--- src/rtl/dlts_pkg.sv ---
package dlts_pkg;

  typedef enum logic [1:0] {ST_IDLE, ST_PULSE, ST_TRANS} seq_state_t;

  // Fill level: quiet code shifted by the step, clipped to the DAC range.
  function automatic int fill_level(input int quiet, input int step,
                                    input bit up, input int max_code);
    int v;
    v = up ? quiet + step : quiet - step;
    if (v < 0) v = 0;
    if (v > max_code) v = max_code;
    return v;
  endfunction

  // Window test: k lies in [first, first+len-1].
  function automatic bit in_window(input int k, input int first, input int len);
    return (k >= first) && (k < first + len);
  endfunction

  // Setting check: gates disjoint with a gap, period long enough, no zero counts.
  function automatic bit cfg_bad(input int plen, input int a, input int b,
                                 input int glen, input int per, input int nrep);
    return (plen == 0) || (glen == 0) || (nrep == 0) ||
           (a + glen >= b) || (per < plen + b + glen);
  endfunction

endpackage

--- src/rtl/dlts_seq.sv ---
module dlts_seq #(
  parameter int DAC_W = 12,
  parameter int TW    = 16,
  parameter int GW    = 8,
  parameter int RPW   = 8
) (
  input  logic             clk,
  input  logic             rst_n,
  input  logic             start_ok,
  input  logic [DAC_W-1:0] quiet_in,
  input  logic [DAC_W-1:0] fill_in,
  input  logic [TW-1:0]    pulse_len,
  input  logic [TW-1:0]    t1,
  input  logic [TW-1:0]    t2,
  input  logic [GW-1:0]    gate_len,
  input  logic [TW-1:0]    period,
  input  logic [RPW-1:0]   reps,
  output logic             busy,
  output logic             in_pulse,
  output logic             gate1_on,
  output logic             gate2_on,
  output logic             run_done,
  output logic [DAC_W-1:0] quiet_q,
  output logic [DAC_W-1:0] fill_q
);
  import dlts_pkg::*;

  seq_state_t       state;
  logic [TW-1:0]    cnt;
  logic [RPW-1:0]   rep;
  logic [TW-1:0]    plen_q, t1_q, t2_q, per_q;
  logic [GW-1:0]    glen_q;
  logic [RPW-1:0]   reps_q;
  logic             pulse_last, trans_last, rep_last;

  assign pulse_last = (state == ST_PULSE) && (int'(cnt) == int'(plen_q) - 1);
  assign trans_last = (state == ST_TRANS) &&
                      (int'(cnt) == int'(per_q) - int'(plen_q) - 1);
  assign rep_last   = (int'(rep) == int'(reps_q) - 1);

  assign busy     = (state != ST_IDLE);
  assign in_pulse = (state == ST_PULSE);
  assign gate1_on = (state == ST_TRANS) && in_window(int'(cnt), int'(t1_q), int'(glen_q));
  assign gate2_on = (state == ST_TRANS) && in_window(int'(cnt), int'(t2_q), int'(glen_q));
  assign run_done = trans_last && rep_last;

  always_ff @(posedge clk or negedge rst_n) begin
    if (!rst_n) begin
      state   <= ST_IDLE;
      cnt     <= '0;
      rep     <= '0;
      plen_q  <= '0;
      t1_q    <= '0;
      t2_q    <= '0;
      per_q   <= '0;
      glen_q  <= '0;
      reps_q  <= '0;
      quiet_q <= '0;
      fill_q  <= '0;
    end else begin
      unique case (state)
        ST_IDLE: if (start_ok) begin
          state   <= ST_PULSE;
          cnt     <= '0;
          rep     <= '0;
          plen_q  <= pulse_len;
          t1_q    <= t1;
          t2_q    <= t2;
          per_q   <= period;
          glen_q  <= gate_len;
          reps_q  <= reps;
          quiet_q <= quiet_in;
          fill_q  <= fill_in;
        end
        ST_PULSE: begin
          if (pulse_last) begin
            state <= ST_TRANS;
            cnt   <= '0;
          end else cnt <= cnt + 1'b1;
        end
        ST_TRANS: begin
          if (trans_last) begin
            cnt <= '0;
            if (rep_last) state <= ST_IDLE;
            else begin
              state <= ST_PULSE;
              rep   <= rep + 1'b1;
            end
          end else cnt <= cnt + 1'b1;
        end
        default: state <= ST_IDLE;
      endcase
    end
  end

endmodule

--- src/rtl/dlts_boxcar.sv ---
module dlts_boxcar #(
  parameter int SMP_W = 12,
  parameter int ACC_W = 29
) (
  input  logic                    clk,
  input  logic                    rst_n,
  input  logic                    gate1_on,
  input  logic                    gate2_on,
  input  logic                    run_done,
  input  logic signed [SMP_W-1:0] sample_in,
  output logic signed [ACC_W-1:0] result,
  output logic                    result_valid
);
  logic signed [ACC_W-1:0] acc, acc_next, smp_ext;

  assign smp_ext  = ACC_W'(sample_in);
  assign acc_next = acc + (gate1_on ? smp_ext : '0) - (gate2_on ? smp_ext : '0);

  always_ff @(posedge clk or negedge rst_n) begin
    if (!rst_n) begin
      acc          <= '0;
      result       <= '0;
      result_valid <= 1'b0;
    end else begin
      result_valid <= run_done;
      if (run_done) begin
        result <= acc_next;
        acc    <= '0;
      end else begin
        acc <= acc_next;
      end
    end
  end

endmodule

--- src/rtl/dlts_boxcar_correlator.sv ---
module dlts_boxcar_correlator #(
  parameter int DAC_W = 12,
  parameter int SMP_W = 12,
  parameter int TW    = 16,
  parameter int GW    = 8,
  parameter int RPW   = 8,
  localparam int ACC_W = SMP_W + GW + RPW + 1
) (
  input  logic                    clk,
  input  logic                    rst_n,
  input  logic                    start,
  input  logic [DAC_W-1:0]        quiet_code,
  input  logic [DAC_W-1:0]        step_code,
  input  logic                    pulse_up,
  input  logic [TW-1:0]           pulse_len,
  input  logic [TW-1:0]           t1,
  input  logic [TW-1:0]           t2,
  input  logic [GW-1:0]           gate_len,
  input  logic [TW-1:0]           period,
  input  logic [RPW-1:0]          reps,
  input  logic signed [SMP_W-1:0] sample_in,
  output logic [DAC_W-1:0]        dac_out,
  output logic                    pulse_active,
  output logic                    busy,
  output logic                    cfg_error,
  output logic signed [ACC_W-1:0] result,
  output logic                    result_valid
);
  import dlts_pkg::*;

  localparam int MAX_CODE = (1 << DAC_W) - 1;

  logic             start_ok, gate1_on, gate2_on, run_done;
  logic [DAC_W-1:0] fill_now, quiet_q, fill_q;

  assign cfg_error = cfg_bad(int'(pulse_len), int'(t1), int'(t2),
                             int'(gate_len), int'(period), int'(reps));
  assign start_ok  = start && !busy && !cfg_error;
  assign fill_now  = DAC_W'(fill_level(int'(quiet_code), int'(step_code),
                                       pulse_up, MAX_CODE));

  dlts_seq #(.DAC_W(DAC_W), .TW(TW), .GW(GW), .RPW(RPW)) u_seq (
    .clk, .rst_n, .start_ok,
    .quiet_in (quiet_code), .fill_in (fill_now),
    .pulse_len, .t1, .t2, .gate_len, .period, .reps,
    .busy, .in_pulse (pulse_active), .gate1_on, .gate2_on, .run_done,
    .quiet_q, .fill_q
  );

  dlts_boxcar #(.SMP_W(SMP_W), .ACC_W(ACC_W)) u_box (
    .clk, .rst_n, .gate1_on, .gate2_on, .run_done, .sample_in,
    .result, .result_valid
  );

  assign dac_out = pulse_active ? fill_q : (busy ? quiet_q : quiet_code);

endmodule

--- config.mk ---
export PLATFORM = sky130hd
export DESIGN_NAME = dlts_boxcar_correlator
export DESIGN_NICKNAME = d
export VERILOG_FILES = /design/src/rtl/dlts_pkg.sv /design/src/rtl/dlts_seq.sv /design/src/rtl/dlts_boxcar.sv /design/src/rtl/dlts_boxcar_correlator.sv
export SDC_FILE = /design/constraint.sdc
export NUM_CORES = 1
export LEC_CHECK = 0
export BUFFER_PORTS_ARGS = -buffer_cell sky130_fd_sc_hd__buf_2
export CAP_MARGIN = 20
export CORE_MARGIN = 1
export CORE_UTILIZATION = 30
export CTS_CLUSTER_SIZE = 8
export DETAILED_ROUTE_END_ITERATION = 8
export PLACE_DENSITY = 0.42
export SYNTH_ARGS = -nofsm -noshare
export SYNTH_HDL_FRONTEND = slang
export SYNTH_SLANG_ARGS = --single-unit
--- constraint.sdc ---
create_clock -name clk -period 16.9 [get_ports clk]
set_input_delay 0.845 -clock clk [delete_from_list [all_inputs] [get_ports clk]]
set_output_delay 0.845 -clock clk [all_outputs]
set_load 0.01 [all_outputs]
==> flow_summary.json, run 1 <==
{
  "status": "finished, final reports clean",
  "grt_max_degree": 90,
  "ir_worst_vdd_mv": 0.09406,
  "grt_pass1_wl_um": 86190,
  "required_ns": 17.25,
  "grt.total_usage_pct": 18.58,
  "fin_util_pct": 34.40,
  "criticalPathCategory": "reg2reg",
  "antenna_found_initial": 0,
  "syn_area_per_cell_um2": 8.745,
  "cp-end-kind": "register",
  "ys_seq_elements": 189,
  "post_drt_wl_per_cell_um": 18.47,
  "cts_max_level": 4,
  "via_per_inst": 5.117,
  "cts_tree": "built",
  "numCtsBuffers": 17,
  "path_common_cell": "a21o_1",
  "nets": 2531,
  "power_frac_seq_pct": 21.1,
  "die_y_um": 244.5,
  "dp_hpwl_um": 42000,
  "boundaryPins": 165,
  "switching_share_pct": 48.78,
  "coreArea_mm2": 0.05792,
  "r2r_start": "u_seq.glen_q[0]$_DFFE_PN0P_",
  "relSlewSlack_pct": 34.84,
  "area_growth_pct": 12.93,
  "grt_overflow_total": 0,
  "insertion_delay_ns": 0.50,
  "hold_path.class": "in2async",
  "cp_max_fo": 18,
  "fin_crit_sh_pct": 50.19,
  "final_hold_viol_count": 0,
  "die_x_um": 244.5,
  "clockBufferDepth": 2,
  "syn_nets": 2399,
  "ys_warn_count": 0,
  "clock-sinks": 189,
  "synthesis.area_mm2": 0.01764,
  "cts.clk_slew.worst_paths_ns": 0.08,
  "async_flop_share_pct": 100.0,
  "grt_pass1_vias": 15130,
  "drc": 0,
  "synth_edf_count": 0,
  "maxSlewViolCount": 0,
  "vias": 14980,
  "die_area_mm2": 0.05977,
  "power.density_mw_per_mm2": 184.2,
  "port_buffers": 164,
  "diodes": 0,
  "cp_slowest_stage_delay_ns": 0.73,
  "clock_skew_ns": 0.01733,
  "drtAntennaViolNets": 0,
  "wl_um": 54060,
  "postCtsSetupBuffers": 0,
  "rsz0062_at_grt": "no",
  "fmax_mhz": 117.9,
  "cts_root_buf": "clkbuf_16",
  "slowest_stage": "and2_0",
  "synth-main-ff-cell": "dfrtp_1",
  "whs_ns": 0.3867,
  "internal_power_mw": 1.880,
  "setup_tns_ns": 0,
  "rows": 88,
  "cap_violations": 0,
  "routabilityCongestion": 0.8361,
  "setup_viol": 0,
  "fill_cells": 6157,
  "p_comb_share_pct": 67.3,
  "netlist_instances": 2017,
  "drt_iter0_drc": 666,
  "cp-startpoint": "u_seq.glen_q[0]$_DFFE_PN0P_",
  "initial_utilization_pct": 30.46,
  "start_kind": "register",
  "hold_buffers": 0,
  "final_layout_size_suffix_gt1_share_pct": 13.41,
  "worstPathArrival_ns": 8.83,
  "ys_types": 74,
  "p_total_mw": 3.670,
  "p_sw_mw": 1.790,
  "worst_pin_slew_ns": 0.9684,
  "cts_resized": 0,
  "fin_crit_ns": 8.483,
  "pwr-share-clk_pct": 11.6,
  "power_leakage_nw": 9.398,
  "ys_seq_area_share_pct": 26.81,
  "first_pass_iters": 5
}
[cells in the mapped netlist, types with 5 or more instances]
cell type | n | area share, %
a2111oi_0 | 6 | 0.30
a211o_1 | 5 | 0.25
a211oi_1 | 14 | 0.60
a21o_1 | 69 | 2.9
a21oi_1 | 123 | 3.5
a22o_1 | 12 | 0.60
a31oi_1 | 19 | 0.67
and2_1 | 10 | 0.35
and3_1 | 28 | 0.99
buf_1 | 5 | 0.11
clkbuf_1 | 64 | 1.4
dfrtp_1 | 189 | 27
fa_1 | 43 | 4.9
ha_1 | 219 | 16
inv_1 | 175 | 3.7
mux2_2 | 49 | 3.1
mux2i_1 | 18 | 1.0
nand2_1 | 155 | 3.3
nand2b_1 | 26 | 0.92
nand3_1 | 50 | 1.4
nand3b_1 | 16 | 0.68
nand4_1 | 33 | 1.2
nand4b_1 | 5 | 0.25
nor2_1 | 123 | 2.6
nor2b_1 | 20 | 0.71
nor3_1 | 34 | 0.96
nor4_1 | 17 | 0.60
o2111ai_1 | 9 | 0.45
o211ai_1 | 21 | 0.89
o21a_1 | 23 | 0.98
o21ai_0 | 159 | 4.5
o21bai_1 | 32 | 1.4
o31a_1 | 6 | 0.30
o31ai_1 | 17 | 0.72
or3_1 | 10 | 0.35
xnor2_1 | 102 | 5.1
xor2_1 | 43 | 2.1
[stage by stage]
| step | setup slack [ns] | cell area [um^2] | cells |
|---|---|---|---|
| 2_1_floorplan | 8.446 | 17640 | 2017 |
| 3_3_place_gp | 8.498 | 19300 | 2892 |
| 3_5_place_dp | 8.379 | 19320 | 2894 |
| 4_1_cts | 8.296 | 19910 | 2926 |
| 5_1_grt | 7.623 | 19920 | 2927 |
| 6_report | 8.417 | 19920 | 2927 |
[state kept, by name, summed over array words and instances (netlist names)]
| signal | count |
|---|---|
| u_seq.t2_q | 16 |
| u_seq.plen_q | 16 |
| u_seq.state | 2 |
| u_seq.fill_q | 12 |
| u_seq.glen_q | 8 |
| u_seq.cnt | 16 |
| u_seq.rep | 8 |
| u_seq.t1_q | 16 |
| u_seq.quiet_q | 12 |
| u_box.result_valid | 1 |
| u_seq.per_q | 16 |
| u_box.result | 29 |
| u_box.acc | 29 |
| u_seq.reps_q | 8 |
[worst max-delay path: cells and delay by family (launching register included)]
family,cells,cell delay [ns]
and+or+nand+nor,6,1.49
AOI/OAI and AO/OA,20,3.97
DFF,1,0.39
xor gates and xnor gates,2,0.37
adders and majority gates,5,1.71
buffers and inverters,2,0.38
[power groups by stage]
stage	sequential [mW]	combinational, mW	clock (mW)
finish	0.774	2.47	0.427
global placement	0.781	2.44	0
detailed placement	0.783	2.48	0
floorplan	0.733	1.92	0
CTS	0.774	2.49	0.450
global route	0.800	2.81	0.464
[cell type report]
class / instances / area (um^2) / area share [%]
sequential: 189 / 4730 / 23.74
timing repair buffer: 185 / 998.5 / 5.012
clock inverter: 13 / 145.1 / 0.7286
tap: 765 / 957.2 / 4.805
multi-input combinational: 1581 / 11990 / 60.19
inverter: 175 / 656.9 / 3.298
clock buffer: 19 / 442.9 / 2.223
[routing by layer]
metal / track usage [%] / vias up / routed length [um]
met5: 0 / - / 0
met4: 5.901 / 0 / 1125
met3: 2.458 / 55 / 1492
met2: 30.98 / 239 / 25660
met1: 24.73 / 7236 / 25790
li1: - / 7447 / -
[placed cells by master (no fill, tap or decap), types with 5 or more instances in the layout]
master,n
buf_4,19
nor2b_1,20
fa_1,43
a21oi_1,123
xor2_1,43
a211oi_1,14
o21a_1,23
a31oi_1,19
ha_1,219
nand2_1,155
buf_2,163
and2_1,10
dfrtp_1,189
clkbuf_16,17
nor4_1,17
nand2b_1,26
nor2_1,122
o31a_1,6
nand3_1,50
a21o_1,69
and3_1,28
o2111ai_1,9
or3_1,9
o211ai_1,21
a211o_1,5
nor3_1,33
a22o_1,12
a2111oi_0,6
nand4b_1,5
mux2_2,49
xnor2_1,102
nand3b_1,16
inv_1,175
o21bai_1,32
mux2i_1,18
nand4_1,33
o31ai_1,17
o21ai_0,157
[logic make-up (layout without fill, tap and decap cells)]
logic type | after synthesis | count (layout) | share of synthesized area [%]
AOI/OAI and AO/OA | 560 | 560 | 20.66
xor gates and xnor gates | 146 | 146 | 7.327
adders and majority gates | 262 | 262 | 20.41
buffers and inverters | 247 | 392 | 5.313
DFF | 189 | 189 | 26.81
muxes | 67 | 67 | 4.150
and+or+nand+nor | 546 | 546 | 15.32
[path summary, 6_finish.rpt]
kind	end	slack (ns)	cells after the start
min	u_seq.per_q[0]$_DFFE_PN0P_	0.39	1
max in group asynchronous	u_seq.t1_q[13]$_DFFE_PN0P_	15.17	2
min in group clk	u_box.result[16]$_DFFE_PN0P_	0.48	2
min reg2reg	u_box.result[16]$_DFFE_PN0P_	0.48	2
max	u_box.result[27]$_DFFE_PN0P_	8.42	35
max reg2reg	u_box.result[27]$_DFFE_PN0P_	8.42	35
(Power assumes the default switching activity.)
==> inputs of run 2 (changes only) <==
- PLACE_DENSITY: 0.42 -> 0.44
- clock period: 16.9 -> 7.7 ns (I/O delays scaled with it)
==> flow_summary.json, run 2 (same netlist as run 1, synthesis figures left out) <==
{
  "slowest_stage": "fa_1",
  "critical_path_buf_inv_count": 4,
  "start_kind": "register",
  "cts_max_level": 4,
  "wl_um": 54250,
  "setup_viol": 0,
  "fmax_mhz": 137.4,
  "fin_crit_sh_pct": 94.53,
  "drc": 0,
  "worstRegToRegCells": 36,
  "required_ns": 8.07,
  "rows": 88,
  "pwr-share-clk_pct": 11.8,
  "final_hold_viol_count": 0,
  "power_frac_seq_pct": 20.1,
  "drt_iter0_drc": 601,
  "insertion_delay_ns": 0.51,
  "clock_skew_ns": 0.01558,
  "routabilityCongestion": 0.8552,
  "p_comb_share_pct": 68.1,
  "grt_pass1_wl_um": 85480,
  "largest_registers": "u_box.acc x29, u_box.result x29",
  "cts.clk_slew.worst_paths_ns": 0.09,
  "final_layout_size_suffix_gt1_share_pct": 15.94,
  "antenna_found_initial": 7,
  "final_common_cell": "ha_1",
  "drtAntennaViolNets": 0,
  "cp_slowest_stage_delay_ns": 0.51,
  "power_leakage_nw": 9.593,
  "grt_overflow_total": 0,
  "cp-end-kind": "register",
  "worstPathArrival_ns": 7.65,
  "p_sw_mw": 4.048,
  "hold_path.class": "in2reg",
  "status": "finished, final reports clean",
  "power.density_mw_per_mm2": 411.0,
  "criticalPathCategory": "reg2reg",
  "first_pass_iters": 7,
  "die_y_um": 244.5,
  "cp_max_fo": 4,
  "post_drt_wl_per_cell_um": 18.31,
  "critPathTopFamily": "compound AO/OA/AOI/OAI gates",
  "worst_pin_slew_ns": 1.044,
  "clockBufferDepth": 2,
  "die_area_mm2": 0.05977,
  "numCtsBuffers": 17,
  "rrSetupSlack_ns": 0.42,
  "die_x_um": 244.5,
  "path_common_cell": "o21ai_1",
  "ir_worst_vdd_mv": 0.1999,
  "maxSlewViolCount": 0,
  "vias": 15150,
  "grt_pass1_vias": 15340,
  "cts_root_buf": "clkbuf_16",
  "fin_crit_ns": 7.279,
  "via_per_inst": 5.113,
  "cts_tree": "built",
  "grt.total_usage_pct": 18.48,
  "clock-sinks": 189,
  "area_growth_pct": 15.58,
  "setup_tns_ns": 0,
  "port_buffers": 164,
  "holdPathStages": 3,
  "relSlewSlack_pct": 29.93,
  "r2r_start": "u_seq.t2_q[0]$_DFFE_PN0P_",
  "switching_share_pct": 48.30,
  "layout_common_cells": "216 x ha_1, 189 x dfrtp_1, 175 x inv_1",
  "grt_max_degree": 122,
  "r2r-end": "u_box.result[27]$_DFFE_PN0P_",
  "dp_hpwl_um": 42250,
  "coreArea_mm2": 0.05792,
  "hp-start": "period[0]",
  "boundaryPins": 165,
  "fin_util_pct": 35.20,
  "initial_utilization_pct": 30.46,
  "internal_power_mw": 4.333,
  "nets": 2565,
  "hold_end": "u_seq.per_q[0]$_DFFE_PN0P_",
  "cap_violations": 0,
  "rsz0062_at_grt": "no"
}
run 2: worst max path at each step:
stage                           startpoint                            to  slack [ns]  cells past startpoint
2_1_floorplan  u_seq.glen_q[0]$_DFFE_PN0P_  u_box.result[27]$_DFFE_PN0P_        0.22                     34
3_3_place_gp   u_seq.glen_q[0]$_DFFE_PN0P_  u_box.result[28]$_DFFE_PN0P_        0.03                     35
3_5_place_dp     u_seq.t2_q[0]$_DFFE_PN0P_  u_box.result[27]$_DFFE_PN0P_       -0.05                     35
4_1_cts          u_seq.t2_q[0]$_DFFE_PN0P_  u_box.result[27]$_DFFE_PN0P_       0.008                     37
5_1_grt        u_seq.glen_q[0]$_DFFE_PN0P_  u_box.result[27]$_DFFE_PN0P_       0.004                     36
6_report         u_seq.t2_q[0]$_DFFE_PN0P_  u_box.result[27]$_DFFE_PN0P_        0.42                     36
run 2: layout make-up:
type	count	area [um^2]
inverter	175	656.9
multi-input combinational	1581	12140
sequential	189	4730
clock inverter	15	205.2
timing repair buffer	219	1272
tap	765	957.2
antenna	2	5.005
clock buffer	17	425.4
fill	6089	37530
run 2: routing by layer:
metal | vias up | part of all wire, % | GRT usage [%]
met4 | 12 | 2.0 | 5.717
met1 | 7273 | 47 | 23.93
met2 | 275 | 47 | 30.49
met5 | - | 0.15 | 0
li1 | 7524 | - | -
met3 | 66 | 4.4 | 4.028
run 2: worst register-to-register path: cells and delay by family (launching register included):
family | cells | cell delay, ns
buf+inv | 4 | 0.52
simple gates | 4 | 0.47
flops | 1 | 0.37
fa+ha+maj | 5 | 1.70
xor+xnor | 2 | 0.37
compound gates | 21 | 3.73
run 2: stage by stage:
step	hold slack, ns	worst slack, ns	power [mW]	std cells	instance area (um^2)
2_1_floorplan	0.08941	0.2213	5.826	2017	17650
5_1_grt	0.1095	0.003929	9.251	2961	20380
4_1_cts	0.07912	0.008120	8.350	2959	20230
6_report	0.1101	0.4210	8.380	2963	20390
3_5_place_dp	0.4700	-0.05290	7.286	2925	19570
3_3_place_gp	0.4627	0.03255	7.204	2925	19570
run 2: timing repair:
item / 4_1_cts / 5_1_grt
pin swaps: 4 / 15
gates resized for setup: 6 / 39
setup endpoints to repair: 3 / 11
endpoints found under the hold margin: 9 / 0
hold buffers: 1 / 0
setup buffers: 1 / 2
run 2: power groups by stage:
stage | Combinational [mW] | Sequential (mW) | Clock, mW
after floorplan | 4.22 | 1.61 | 0
after global placement | 5.50 | 1.70 | 0
after detailed placement | 5.59 | 1.70 | 0
after CTS | 5.63 | 1.69 | 1.03
after global routing | 6.45 | 1.74 | 1.06
final | 5.71 | 1.68 | 0.987
